==> config.mk <==
export PLATFORM = sky130hd
export DESIGN_NAME = bus_out_seq
export DESIGN_NICKNAME = d
export VERILOG_FILES = /design/src/rtl/bus_out_seq_pkg.sv /design/src/rtl/bus_out_chan.sv /design/src/rtl/bus_out_status.sv /design/src/rtl/bus_out_seq.sv
export SDC_FILE = /design/constraint.sdc
export NUM_CORES = 1
export LEC_CHECK = 0
export ABC_AREA = 1
export BUFFER_PORTS_ARGS = -buffer_cell sky130_fd_sc_hd__buf_2
export CAP_MARGIN = 40
export CORE_MARGIN = 4
export CORE_UTILIZATION = 25
export CTS_CLUSTER_DIAMETER = 60
export DETAILED_ROUTE_END_ITERATION = 8
export GPL_ROUTABILITY_DRIVEN = 0
export PLACE_DENSITY = 0.54
export SLEW_MARGIN = 10
export SYNTH_ARGS = -nofsm -noshare
export SYNTH_HDL_FRONTEND = slang
export SYNTH_HIERARCHICAL = 1
export SYNTH_SLANG_ARGS = --single-unit
==> constraint.sdc <==
create_clock -name clk -period 1.08 [get_ports clk]
set_input_delay 0.054 -clock clk [delete_from_list [all_inputs] [get_ports clk]]
set_output_delay 0.054 -clock clk [all_outputs]
set_load 0.02 [all_outputs]
==> src/rtl/bus_out_seq_pkg.sv <==
package bus_out_seq_pkg;

    typedef enum logic [1:0] {
        CH_RELEASED = 2'd0,
        CH_DRIVE    = 2'd1,
        CH_NEGATE   = 2'd2
    } ch_state_e;

    typedef struct packed {
        ch_state_e st;
        logic      pin_n;
    } ch_regs_t;

endpackage

==> src/rtl/bus_out_chan.sv <==
module bus_out_chan
    import bus_out_seq_pkg::*;
(
    input  logic clk,
    input  logic rst,
    input  logic clk_en,
    input  logic grant,
    input  logic req,
    output logic pin_n,
    output logic pin_oe
);

    ch_regs_t r_d, r_q;

    always_comb begin
        r_d = r_q;
        unique case (r_q.st)
            CH_RELEASED: begin
                r_d.pin_n = 1'b1;
                if (clk_en && grant) begin
                    r_d.st    = CH_DRIVE;
                    r_d.pin_n = ~req;
                end
            end
            CH_DRIVE: begin
                if (!grant) begin
                    if (!r_q.pin_n) begin
                        r_d.st    = CH_NEGATE;
                        r_d.pin_n = 1'b1;
                    end else if (clk_en) begin
                        r_d.st    = CH_RELEASED;
                        r_d.pin_n = 1'b1;
                    end
                end else if (clk_en) begin
                    r_d.pin_n = ~req;
                end
            end
            CH_NEGATE: begin
                r_d.st    = CH_RELEASED;
                r_d.pin_n = 1'b1;
            end
            default: begin
                r_d.st    = CH_RELEASED;
                r_d.pin_n = 1'b1;
            end
        endcase
    end

    always_ff @(posedge clk) begin
        if (rst) begin
            r_q.st    <= CH_RELEASED;
            r_q.pin_n <= 1'b1;
        end else begin
            r_q <= r_d;
        end
    end

    assign pin_n  = r_q.pin_n;
    assign pin_oe = (r_q.st != CH_RELEASED);

    assert_hold_between_edges_R3: assert property (@(posedge clk) disable iff (rst)
        (pin_oe && grant && !clk_en) |=> $stable(pin_n));

    assert_negate_on_loss_R4: assert property (@(posedge clk) disable iff (rst)
        (pin_oe && !pin_n && !grant) |=> (pin_oe && pin_n));

    assert_negate_one_clock_R5: assert property (@(posedge clk) disable iff (rst)
        (r_q.st == CH_NEGATE) |=> !pin_oe);

    assert_idle_loss_waits_R6: assert property (@(posedge clk) disable iff (rst)
        (pin_oe && pin_n && !grant && !clk_en && r_q.st == CH_DRIVE) |=> pin_oe);

    assert_no_early_regrant_R7: assert property (@(posedge clk) disable iff (rst)
        (!pin_oe && !clk_en) |=> !pin_oe);

    assert_released_high_R1: assert property (@(posedge clk) disable iff (rst)
        !pin_oe |-> pin_n);

endmodule

==> src/rtl/bus_out_status.sv <==
module bus_out_status #(
    parameter int STAT_W = 3,
    parameter int LVL_W  = 3
) (
    input  logic              clk,
    input  logic              rst,
    input  logic [STAT_W-1:0] stat_in,
    input  logic              rst_out_req,
    input  logic [LVL_W-1:0]  irq_lvl_n,
    input  logic [LVL_W-1:0]  irq_mask,
    output logic [STAT_W-1:0] stat_o,
    output logic              rst_out_n,
    output logic [LVL_W-1:0]  irq_lvl_o,
    output logic              irq_pend_n
);

    typedef struct packed {
        logic [STAT_W-1:0] stat;
        logic              rsto_n;
        logic [LVL_W-1:0]  lvl;
        logic              pend_n;
    } st_regs_t;

    st_regs_t s_d, s_q;

    always_comb begin
        s_d        = s_q;
        s_d.stat   = stat_in;
        s_d.rsto_n = ~rst_out_req;
        s_d.lvl    = ~irq_lvl_n;
        s_d.pend_n = !((~irq_lvl_n) > irq_mask);
    end

    always_ff @(posedge clk) begin
        if (rst) begin
            s_q.stat   <= '0;
            s_q.rsto_n <= 1'b1;
            s_q.lvl    <= '0;
            s_q.pend_n <= 1'b1;
        end else begin
            s_q <= s_d;
        end
    end

    assign stat_o     = s_q.stat;
    assign rst_out_n  = s_q.rsto_n;
    assign irq_lvl_o  = s_q.lvl;
    assign irq_pend_n = s_q.pend_n;

    assert_stat_every_edge_R8: assert property (@(posedge clk) disable iff (rst)
        1'b1 |=> (stat_o == $past(stat_in)));

    assert_rsto_every_edge_R9: assert property (@(posedge clk) disable iff (rst)
        1'b1 |=> (rst_out_n == !$past(rst_out_req)));

    assert_pend_vs_level_R10: assert property (@(posedge clk) disable iff (rst)
        1'b1 |=> (irq_pend_n == !(irq_lvl_o > $past(irq_mask))));

endmodule

==> src/rtl/bus_out_seq.sv <==
module bus_out_seq #(
    parameter int NUM_CH = 2,
    parameter int STAT_W = 3,
    parameter int LVL_W  = 3
) (
    input  logic              clk,
    input  logic              rst,
    input  logic              clk_en,
    input  logic              grant,
    input  logic [NUM_CH-1:0] chan_req,
    input  logic [STAT_W-1:0] stat_in,
    input  logic              rst_out_req,
    input  logic [LVL_W-1:0]  irq_lvl_n,
    input  logic [LVL_W-1:0]  irq_mask,
    output logic [NUM_CH-1:0] chan_n,
    output logic [NUM_CH-1:0] chan_oe,
    output logic [STAT_W-1:0] stat_o,
    output logic              rst_out_n,
    output logic [LVL_W-1:0]  irq_lvl_o,
    output logic              irq_pend_n
);

    for (genvar g = 0; g < NUM_CH; g++) begin : g_ch
        bus_out_chan u_ch (
            .clk    (clk),
            .rst    (rst),
            .clk_en (clk_en),
            .grant  (grant),
            .req    (chan_req[g]),
            .pin_n  (chan_n[g]),
            .pin_oe (chan_oe[g])
        );
    end

    bus_out_status #(
        .STAT_W (STAT_W),
        .LVL_W  (LVL_W)
    ) u_stat (
        .clk         (clk),
        .rst         (rst),
        .stat_in     (stat_in),
        .rst_out_req (rst_out_req),
        .irq_lvl_n   (irq_lvl_n),
        .irq_mask    (irq_mask),
        .stat_o      (stat_o),
        .rst_out_n   (rst_out_n),
        .irq_lvl_o   (irq_lvl_o),
        .irq_pend_n  (irq_pend_n)
    );

endmodule

=== Yosys cells after proc, flatten, opt, wreduce, memory -nomap -nowiden ===
Index checks and enable logic that the tools add are counted.

* Flip-flop bits (word level): 14
* Word-level logic and storage cells: 44

* Magnitude comparators: 1
* Equality and inequality tests: 10
* Muxes and demuxes: 13
* Bitwise operators: 4
* Reduce and logical (&&, ||, !) cells: 8

{| class="wikitable"
|+ Operator list
! cell !! number
|-
| two-way mux 3 bit || 5
|-
| != test 3 bit, second input constant || 4
|-
| case mux 3 bit (2 select lines) || 2
|-
| != test 2 bit, second input constant || 3
|-
| AND reduction 3 bit || 2
|-
| == test 2 x 1 -> 1 bit, second input constant || 2
|-
| logical NOT 2 bit || 2
|-
| two-way mux 1 bit || 4
|-
| two-way mux 2 bit || 2
|-
| nonzero test 2 bit || 2
|-
| > comparator 3 bit || 1
|-
| inverter 1 bit || 3
|-
| inverter 3 bit || 1
|-
| != test 2 x 1 -> 1 bit, second input constant || 1
|-
| logical AND 1 bit || 1
|-
| logical NOT 1 bit || 1
|}

=== Logic depth before layout (Yosys ltp) ===
Gate-level depths: netlist (run 1).

* Depth after elaboration: 4
* Gate-level depth with buffers: 6
* Depth with buffers taken out: 6

=== Modules after synthesis ===
The synthesis (run 1) kept the hierarchy.

{| class="wikitable"
|+ By module, submodules not included
! module !! instances !! cells an instance !! area each (um2)
|-
| bus_out_chan || 2 || 26 || 158.9
|-
| bus_out_status || 1 || 34 || 287.8
|}

=== Least setup slack after synthesis (run 1) ===
No wires, ideal clock.

* Path type: reg2reg
* From: reg, netlist name g_ch[0].u_ch/pin_n
* To: reg g_ch[0].u_ch/r_q[2] in the netlist's numbering
* Library setup time: 0.109 ns
* Arrival time: 0.782 ns
* Slack: 0.189 ns
* Stages on the path, launching flop included: 6
* Buffers on the path: 0
* Clock period less this slack: 0.891 ns
* Path through: dfxtp_1 -> nand2_1 -> nor2_1 -> nor2_2 -> nand2_1 -> nor2_1

* Cells in the longest elaborated chain, start to end: 3
* Elaborated cells on any way between the ends: 5
* Classes of those cells: 1 x eq/ne; 3 x mux; 1 x reduce/logical

{| class="wikitable"
|+ Ends and longest elaborated chain
! element !! line !! text
|-
| two-way mux 3 bit || bus_out_chan.sv:27 || <nowiki>if (!r_q.pin_n) begin</nowiki>
|-
| two-way mux 2 bit || bus_out_chan.sv:26 || <nowiki>if (!grant) begin</nowiki>
|-
| case mux 3 bit (2 select lines) || bus_out_chan.sv:17 || <nowiki>unique case (r_q.st)</nowiki>
|-
| end signal, assigned || bus_out_chan.sv:54 || <nowiki>r_q <= r_d;</nowiki>
|-
| end, declared || bus_out_chan.sv:13 || <nowiki>ch_regs_t r_d, r_q;</nowiki>
|}

Parallel ways exist; a longest one is shown, timed or not. The select of a mux whose other input is x is not followed.
A chain may end at the register's enable or synchronous reset.

=== Worst setup path after layout (run 1) ===
* From: in irq_lvl_n[0]
* To: reg u_stat.s_q (netlist bit u_stat/irq_pend_n)

* Cells in the longest elaborated chain, start to end: 3

{| class="wikitable"
|+ Ends and longest elaborated chain
! element !! line !! text
|-
| start, declared || bus_out_seq.sv:13 || <nowiki>input logic [LVL_W-1:0] irq_lvl_n,</nowiki>
|-
| inverter 3 bit || bus_out_status.sv:31 || <nowiki>s_d.pend_n = !((~irq_lvl_n) > irq_mask);</nowiki>
|-
| > comparator 3 bit || bus_out_status.sv:31 ||
|-
| logical NOT 1 bit || bus_out_status.sv:31 ||
|-
| end, declared || bus_out_status.sv:24 || <nowiki>st_regs_t s_d, s_q;</nowiki>
|}

Every way passes these cells.

==> flow_summary.json, run 1 <==
{
  "clock_path_buffers": 2,
  "grt_usage_pct": 9.19,
  "slew_viol_final": 0,
  "clockRootBuffer": "clkbuf_4",
  "rrSetupSlack_ps": 180,
  "ir_drop_v": 0.000573,
  "synth_ff_type": "dfxtp_1",
  "worstHoldPathCells": 2,
  "cp.required_ps": 1250,
  "wl_mm": 1.28,
  "antenna_found_initial": 0,
  "synth_area_um2": 606,
  "grt_max_degree": 12,
  "worst_r2r_endpoint": "g_ch[1].u_ch/r_q[2]$_SDFFE_PP0P_",
  "endpoint_kind": "flip-flop",
  "pwr-share-seq_pct": 53.2,
  "critPathLaunchType": "input port",
  "finalClockSkew_ps": 0.101,
  "post-route-period-util_pct": 94.8,
  "reg2reg_from": "g_ch[1].u_ch/r_q[1]$_SDFFE_PP0P_",
  "finalHoldViolCount": 0,
  "antenna_cells": 0,
  "tightest_slew_ps": 210,
  "area_growth_pct": 43.8,
  "leakage_nw": 0.492,
  "synth_top_area_cell": "dfxtp_1",
  "synthTopCellsByArea": "dfxtp_1 (46%), nand2_1 (14%), inv_1 (11%)",
  "num_rows": 17,
  "powerDensity_nw_per_um2": 1190,
  "ys_ff_latch": 14,
  "first_pass_iters": 4,
  "fmax_ghz": 0.977,
  "worst_slack_ps": 56.1,
  "p_sw_share_pct": 26.7,
  "stdcell_area_um2": 871,
  "cts_setup_buffers": 0,
  "cts-buffers-inserted": 3,
  "place_area_um2": 776,
  "power_frac_comb_pct": 20.4,
  "synth_common_cells": "nand2_1 (22), inv_1 (17), dfxtp_1 (14), nor2_1 (14), nand3_1 (6)",
  "start_util_pct": 26.9,
  "syn_inst": 86,
  "synth_nets": 105,
  "avgSynthCellArea_um2": 7.04,
  "layout-drive-gt1-share_pct": 27.9,
  "clkLatencyLatePin_ps": 270,
  "die_width_um": 57.2,
  "clk_pin_slew_ps": 80,
  "vias": 612,
  "clock_sinks": 14,
  "holdPathEnd": "u_stat/irq_lvl_o[1]$_SDFF_PP0_",
  "dp_hpwl_mm": 1.06,
  "ios": 28,
  "grt_pass1_vias": 605,
  "cts_tree": "yes",
  "fin_util_pct": 38.6,
  "routed_via_density": 4.08,
  "grt_overflow": 0,
  "yosys_warnings": 6,
  "ys_types": 11,
  "setup_tns_ps": 0,
  "hold_class": "input port to flip-flop",
  "grt_pass1_wl_mm": 2.39,
  "place_ws_ps": 176,
  "relSlewSlack_pct": 86.0,
  "critPathMaxFanout": 2,
  "clockPowerShare_pct": 26.4,
  "seq_area_frac_synth_pct": 46.3,
  "rsz0062_at_grt": "no",
  "nNetsFinal": 143,
  "drc": 0,
  "p_sw_mw": 0.277,
  "reg2regPathDepth": 5,
  "h-tree-depth": 1,
  "p_int_mw": 0.762,
  "port_buffers": 27,
  "coreArea_um2": 2250,
  "drt_iter0_markers": 4,
  "setup-violations-final": 0,
  "min-delay-start": "irq_lvl_n[1]",
  "min_period_ps": 1020,
  "status": "complete, no violations",
  "synth.top_cell.area_share_pct": 46.3,
  "synth-edff-count": 0,
  "synthArstFlopShare_pct": 0,
  "dieHeight_um": 57.2,
  "wl_per_cell_um": 8.54,
  "cp.arrival_ps": 1190,
  "ant_nets": 0,
  "die_area_um2": 3270,
  "crit_type": "input port to flip-flop",
  "synth_most_common_cell": "nand2_1",
  "maxCapViolations": 0
}
[placed cells by master (no fill, tap or decap), drive strengths merged]
master        instances
dfxtp                14
dlygate4sd3           6
a21oi                 3
buf                  26
ha                    3
o21bai                2
nor2                 16
nand4                 2
dlymetal6s4s          1
nand2                22
nand3                 6
clkbuf                3
inv                  18
[worst max-delay path by stage]
stage	startpoint	endpoint	slack, ps	cells past startpoint
floorplan	g_ch[0].u_ch/pin_n$_SDFFE_PP1P_	g_ch[0].u_ch/r_q[2]$_SDFFE_PP0P_	190	5
global placement	g_ch[1].u_ch/r_q[2]$_SDFFE_PP0P_	g_ch[1].u_ch/r_q[2]$_SDFFE_PP0P_	180	6
detailed placement	g_ch[1].u_ch/r_q[1]$_SDFFE_PP0P_	g_ch[1].u_ch/r_q[2]$_SDFFE_PP0P_	180	6
CTS	irq_lvl_n[1]	u_stat/irq_pend_n$_SDFF_PP1_	40	8
global route	g_ch[0].u_ch/r_q[2]$_SDFFE_PP0P_	chan_oe[0]	0.3	3
finish	irq_lvl_n[0]	u_stat/irq_pend_n$_SDFF_PP1_	60	7
[per-stage QoR]
stage	std cells	hold slack, ps	total power [mW]
5_1_grt	150	94.2	1.11
3_5_place_dp	141	226	0.760
2_1_floorplan	86	121	0.680
4_1_cts	151	69.5	1.06
3_3_place_gp	141	229	0.758
6_report	150	63.6	1.04
[sequential cells by signal, summed over array words and instances (netlist names)]
name               cells
u_stat/irq_pend_n      1
u_stat/stat_o          3
g_ch.u_ch/r_q          4
u_stat/irq_lvl_o       3
g_ch.u_ch/pin_n        2
u_stat/rst_out_n       1
[power by group through the flow]
stage	clock, mW	combinational, mW	sequential [mW]
6_report	0.274	0.212	0.552
5_1_grt	0.314	0.243	0.556
4_1_cts	0.293	0.215	0.552
3_5_place_dp	0	0.195	0.564
3_3_place_gp	0	0.195	0.563
2_1_floorplan	0	0.0904	0.590
[metal layers]
layer	GRT usage, %	part of all wire (%)
met2	14.5	45
met4	5.30	0
met5	0	0
met1	10.7	46
met3	3.17	8.8
[worst max-delay path, stage by stage]
cell and delay, ps:
dlygate4sd3_1 530, buf_2 130, ha_1 280, nand3_1 70
nand2_1 50, inv_1 40, nand2_1 40
[cells by family (layout without fill, tap and decap cells)]
logic type	Yosys count	after routing	share of synthesized area (%)
AOI/OAI and AO/OA	5	5	4.96
and+or+nand+nor	46	46	31.4
adders and majority gates	3	3	6.20
DFF	14	14	46.3
buffers and inverters	18	54	11.2
[timing repair]
item                       CTS  global route
setup endpoints to repair    0             4
hold buffers                 7             0
hold endpoints to repair     7             0
gates resized for setup      0             3
[area by class of cell]
cell class,instances,area (um^2)
multi-input combinational,54,263
inverter,18,67.6
timing repair buffer,33,203
fill,267,1380
tap,28,35.0
sequential,14,280
clock buffer,3,22.5
Note: power is estimated with default switching activity, not from simulation.
==> run 2: changes to the inputs <==
--- a/config.mk
+++ b/config.mk
@@ -17,5 +17,4 @@
 export SLEW_MARGIN = 10
 export SYNTH_ARGS = -nofsm -noshare
 export SYNTH_HDL_FRONTEND = slang
-export SYNTH_HIERARCHICAL = 1
 export SYNTH_SLANG_ARGS = --single-unit
==> constraint.sdc (replaced) <==
create_clock -name clk -period 1.08 [get_ports clk]
set_input_delay 0.108 -clock clk [delete_from_list [all_inputs] [get_ports clk]]
set_output_delay 0.108 -clock clk [all_outputs]
set_load 0.02 [all_outputs]
==> run 2 against run 1 <==
- global-route usage is essentially flat
- sequential power is essentially flat
- count of clock-buffer cells in the layout grew 1
- clock skew grew 3.6 ps
- largest power group unchanged
- synthesized area grew 2.1%
- highest routed layer unchanged
- die area grew 1.8%
- utilization shrank 0.42 points
- critical path type is now flip-flop to output port
- critical path depth shrank 4
- register-to-register slack lost 90 ps
- final cell count shrank 4.7%
==> flow_summary.json, run 2 <==
{
  "cp.arrival_ps": 920,
  "synth_nets": 102,
  "clk_pin_slew_ps": 90,
  "antenna_found_initial": 0,
  "layout-drive-gt1-share_pct": 35.7,
  "layout_commonest_cell": "buf_2",
  "coreArea_um2": 2280,
  "grt_pass1_wl_mm": 2.39,
  "synth_top_area_cell": "dfxtp_1",
  "setup-violations-final": 0,
  "first_pass_iters": 4,
  "wl_mm": 1.36,
  "synth_area_um2": 618,
  "synth_common_cells": "inv_1 (17), dfxtp_1 (14), nor2_1 (14)",
  "hold_class": "input port to flip-flop",
  "endpoint_kind": "output port",
  "synth.top_cell.area_share_pct": 45.3,
  "regMostFlops": "g_ch.u_ch.r_q",
  "drc": 0,
  "syn_inst": 83,
  "min_period_ps": 1030,
  "clockRootBuffer": "clkbuf_4",
  "yosys_warnings": 0,
  "dieHeight_um": 57.7,
  "largest_reg_flops": 4,
  "port_buffers": 27,
  "tightest_slew_ps": 227,
  "clkLatencyLatePin_ps": 270,
  "relSlewSlack_pct": 84.8,
  "routed_via_density": 4.00,
  "num_rows": 17,
  "fin_cells": 143,
  "area_growth_pct": 40.7,
  "dp_hpwl_mm": 1.01,
  "slew_viol_final": 0,
  "rsz0062_at_grt": "yes",
  "wl_per_cell_um": 9.52,
  "total_power_mw": 1.14,
  "status": "complete, no violations",
  "fmax_ghz": 0.974,
  "start_util_pct": 27.2,
  "placed_cells": 133,
  "synth_most_common_cell": "inv_1",
  "grt_max_degree": 11,
  "clock_path_buffers": 2,
  "synth-edff-count": 0,
  "post-route-period-util_pct": 95.1,
  "h-tree-depth": 1,
  "leakage_nw": 0.490,
  "ys_ff_latch": 14,
  "ir_drop_v": 0.000855,
  "vias": 572,
  "clock_sinks": 14,
  "cts-buffers-inserted": 3,
  "grt_overflow": 0,
  "antenna_cells": 0,
  "critPathMaxFanout": 3,
  "ant_nets": 0,
  "critPathLaunchType": "flip-flop",
  "ios": 28,
  "die_width_um": 57.7,
  "avgSynthCellArea_um2": 7.45,
  "die_area_um2": 3330,
  "finalHoldViolCount": 0,
  "cts_tree": "yes",
  "ys_types": 17,
  "seq_area_frac_synth_pct": 45.3,
  "grt_usage_pct": 9.16,
  "finalClockSkew_ps": 3.71,
  "layout_common_cells": "buf_2 (26), inv_1 (17), nor2_1 (12)",
  "nNetsFinal": 135,
  "cp.required_ps": 970,
  "synthArstFlopShare_pct": 0,
  "maxCapViolations": 0,
  "grt_pass1_vias": 576,
  "synth_ff_type": "dfxtp_1",
  "synthTopCellsByArea": "dfxtp_1 (45%), inv_1 (10%), nor2_1 (8.5%)",
  "crit_type": "flip-flop to output port",
  "powerDensity_nw_per_um2": 1310,
  "drt_iter0_markers": 6
}
## run 2: changes by cell type after synthesis
cell	delta
nand2_1	-12
buf_4	+4
nand2_2	+2
nor2_2	-2
o21ai_0	+2
a21oi_1	-1
and3_1	+1
buf_2	+1
nand3_1	+1
nand4_1	-1
nor3_1	+1
o211ai_1	+1
## run 2: where the power goes
part	switching [mW]	total, mW	internal (mW)
logic	0.119	0.212	0.0922
clock network	0.172	0.377	0.205
registers	0.0109	0.553	0.542
## run 2: area by class of cell
| type | instances | area [um^2] |
|---|---|---|
| flip-flops and latches | 14 | 284 |
| clock buffers | 4 | 36.3 |
| fillers | 246 | 1410 |
| multi-input cells | 46 | 250 |
| inverters | 18 | 67.6 |
| repair buffers | 33 | 196 |
| well taps | 28 | 35.0 |
## run 2: cell families after synthesis
group | synth area share [%]
buffers and inverters | 16.6
AOI/OAI and AO/OA | 6.88
adders and majority gates | 6.07
DFF | 45.3
and+or+nand+nor | 25.1
## run 2: worst paths after layout
path	slack [ps]	end	cells past startpoint	from
worst max-delay path	50	chan_oe[1]	3	g_ch[1].u_ch.r_q[1]$_SDFFE_PP0P_
worst min-delay path	30	u_stat.stat_o[1]$_SDFF_PP0_	3	stat_in[1]
worst max register to register	90	g_ch[0].u_ch.pin_n$_SDFFE_PP1P_	5	g_ch[0].u_ch.r_q[1]$_SDFFE_PP0P_
worst min register to register	510	g_ch[1].u_ch.r_q[2]$_SDFFE_PP0P_	3	g_ch[1].u_ch.pin_n$_SDFFE_PP1P_
## run 2: timing repair
action,in CTS,in global routing
resized for setup,2,7
setup endpoints to repair,2,3
hold buffers,4,0
endpoints found under the hold margin,4,0
setup buffers,1,1
gates cloned,0,0
pin swaps,1,2
## run 2: worst max-delay path, cell delays in order, from the launching register on
cell     delay [ps]
dfxtp_2         350
nor2_4          110
inv_1            40
buf_2           150
## run 2: stage by stage
step	setup TNS, ps	area [um^2]	hold WS [ps]	worst slack [ps]	util, %
finish	0	870	32.8	52.8	38.2
global route	-2.25	870	22.7	-1.43	38.2
CTS	0	842	22.6	14.7	37.0
detailed placement	0	753	280	143	33.1
global placement	0	753	273	151	33.1
floorplan	0	618	178	247	-
## run 2: per-layer routing
metal / up-vias / share of wire [%] / global-route usage (%)
met1: 238 / 43 / 10.7
li1: 312 / - / -
met2: 22 / 43 / 13.7
met4: 0 / 0 / 3.97
met3: 0 / 13 / 5.12
met5: - / 0 / 0
==> run 3: changes to the inputs <==
--- a/config.mk
+++ b/config.mk
@@ -8,12 +8,15 @@
 export ABC_AREA = 1
 export BUFFER_PORTS_ARGS = -buffer_cell sky130_fd_sc_hd__buf_2
 export CAP_MARGIN = 40
-export CORE_MARGIN = 4
+export CELL_PAD_IN_SITES_DETAIL_PLACEMENT = 0
+export CELL_PAD_IN_SITES_GLOBAL_PLACEMENT = 1
+export CORE_ASPECT_RATIO = 0.8
+export CORE_MARGIN = 1.5
 export CORE_UTILIZATION = 25
 export CTS_CLUSTER_DIAMETER = 60
 export DETAILED_ROUTE_END_ITERATION = 8
 export GPL_ROUTABILITY_DRIVEN = 0
-export PLACE_DENSITY = 0.54
+export PLACE_DENSITY = 0.7
 export SLEW_MARGIN = 10
 export SYNTH_ARGS = -nofsm -noshare
 export SYNTH_HDL_FRONTEND = slang
==> run 3 against run 2 <==
- count of clock-buffer cells in the layout stayed put
- power is 0.89% lower
- critical path type unchanged
- final cell count is 2.1% lower
==> flow_summary.json, run 3 (synthesis results as in run 2) <==
{
  "cts-buffers-inserted": 3,
  "fill_cells": 260,
  "multi_input_area_um2": 245,
  "clock_path_buffers": 2,
  "ios": 28,
  "stdcell_area_um2": 853,
  "powerDensity_nw_per_um2": 1330,
  "pwr-share-seq_pct": 48.9,
  "grt_usage_pct": 10.7,
  "clockPowerShare_pct": 33.1,
  "layout-drive-gt1-share_pct": 34.8,
  "setup_tns_ps": 0,
  "slew_viol_final": 0,
  "num_rows": 15,
  "wl_per_cell_um": 8.79,
  "relSlewSlack_pct": 86.1,
  "antenna_found_initial": 0,
  "placed_cells": 130,
  "fmax_ghz": 0.985,
  "place_ws_ps": 153,
  "maxCapViolations": 0,
  "status": "complete, no violations",
  "grt_max_degree": 11,
  "grt_pass1_wl_mm": 2.09,
  "fin_cells": 140,
  "worst_path_max_delay_cell": "dfxtp_2",
  "port_buffers": 27,
  "vias": 574,
  "ir_drop_v": 0.000711,
  "cts_tree": "yes",
  "nNetsFinal": 135,
  "tightest_slew_ps": 207,
  "critPathLaunchType": "flip-flop",
  "post-route-period-util_pct": 94.0,
  "busiest_layer": "met2",
  "clk_pin_slew_ps": 80,
  "routed_via_density": 4.10,
  "slowest_delay_ps": 350,
  "critPathMaxFanout": 3,
  "largest_reg_flops": 4,
  "finalHoldViolCount": 0,
  "drc": 0,
  "grt_overflow": 0,
  "grt_use_met2_pct": 16.0,
  "p_int_mw": 0.836,
  "first_pass_iters": 4,
  "die_area_um2": 2780,
  "dp_hpwl_um": 968,
  "leakage_nw": 0.486,
  "endpoint_kind": "output port",
  "regMostFlops": "g_ch.u_ch.r_q",
  "place_area_um2": 749,
  "cp_cell_sequence": "nor2_4, inv_1, buf_2",
  "grt_pass1_vias": 518,
  "drt_iter0_markers": 21,
  "p_sw_mw": 0.296,
  "hold_class": "input port to flip-flop",
  "min_period_ps": 1020,
  "worst-path-buf-inv": 2,
  "antenna_cells": 0,
  "layout_commonest_cell": "buf_2",
  "dieHeight_um": 47.5,
  "ant_nets": 0,
  "wl_mm": 1.23,
  "die_width_um": 58.6,
  "area_growth_pct": 38.1,
  "start_util_pct": 27.4,
  "crit_family": "flip-flops",
  "coreArea_um2": 2250,
  "clockRootBuffer": "clkbuf_4",
  "use_met1_pct": 13.0,
  "fin_util_pct": 37.9,
  "crit_type": "flip-flop to output port",
  "h-tree-depth": 1,
  "clock_sinks": 14,
  "cp.required_ps": 970,
  "layout_common_cells": "buf_2 (27), inv_1 (17), nor2_1 (12), dfxtp_1 (12), nand2_1 (10)",
  "worst_slack_ps": 64.4,
  "regArea_um2": 283,
  "rsz0062_at_grt": "no",
  "clkLatencyLatePin_ps": 270,
  "finalClockSkew_ps": 1.20,
  "grt_use_met3_pct": 6.22,
  "p_sw_share_pct": 26.1,
  "power_frac_comb_pct": 18.0,
  "cp.arrival_ps": 910,
  "setup-violations-final": 0
}
==> run 3: tightest hold or removal path, cell delays in order <==
cell	delay, ps
buf_2	70
inv_1	30
nor2_1	60
==> run 3: cell type report <==
type | instances | share of cell area [%]
Multi-Input combinational cell | 46 | 28.7
Timing Repair Buffer | 33 | 22.3
Tap cell | 25 | 3.67
Clock buffer | 4 | 4.25
Sequential cell | 14 | 33.1
Inverter | 18 | 7.92
==> run 3: routing by layer <==
layer / part of all wire (%) / wire length [um]
met5: 0 / 0
met4: 0.89 / 11
met3: 6.9 / 85
met2: 39 / 485
met1: 53 / 648
==> run 3: path summary, 6_finish.rpt <==
kind | cells after the start | endpoint | from | slack (ps)
setup / recovery | 3 | chan_oe[1] | g_ch[1].u_ch.r_q[1]$_SDFFE_PP0P_ | 60
hold / removal | 3 | u_stat.stat_o[2]$_SDFF_PP0_ | stat_in[2] | 30
setup reg to reg | 6 | g_ch[1].u_ch.r_q[1]$_SDFFE_PP0P_ | g_ch[1].u_ch.r_q[1]$_SDFFE_PP0P_ | 120
hold reg to reg | 3 | g_ch[1].u_ch.r_q[2]$_SDFFE_PP0P_ | g_ch[1].u_ch.pin_n$_SDFFE_PP1P_ | 520
==> run 3: timing repair <==
item,CTS,global route
setup buffers,0,2
cloned,0,0
pin swaps,1,2
resized for setup,4,1
setup endpoints to repair,2,3
endpoints found under the hold margin,4,0
hold buffers,4,0
==> run 3: power by group through the flow <==
stage / Sequential [mW] / Clock (mW) / Combinational [mW]
after floorplan: 0.585 / 0 / 0.102
after global placement: 0.562 / 0 / 0.185
after CTS: 0.553 / 0.404 / 0.199
after detailed placement: 0.563 / 0 / 0.186
after global routing: 0.556 / 0.428 / 0.231
final: 0.553 / 0.375 / 0.204
==> run 3: through the flow <==
stage                     hold WS [ps]  power (mW)
after floorplan                    178       0.687
after global placement             282       0.747
after detailed placement           284       0.749
after CTS                         11.6        1.16
after global routing              12.2        1.22
final                             27.2        1.13
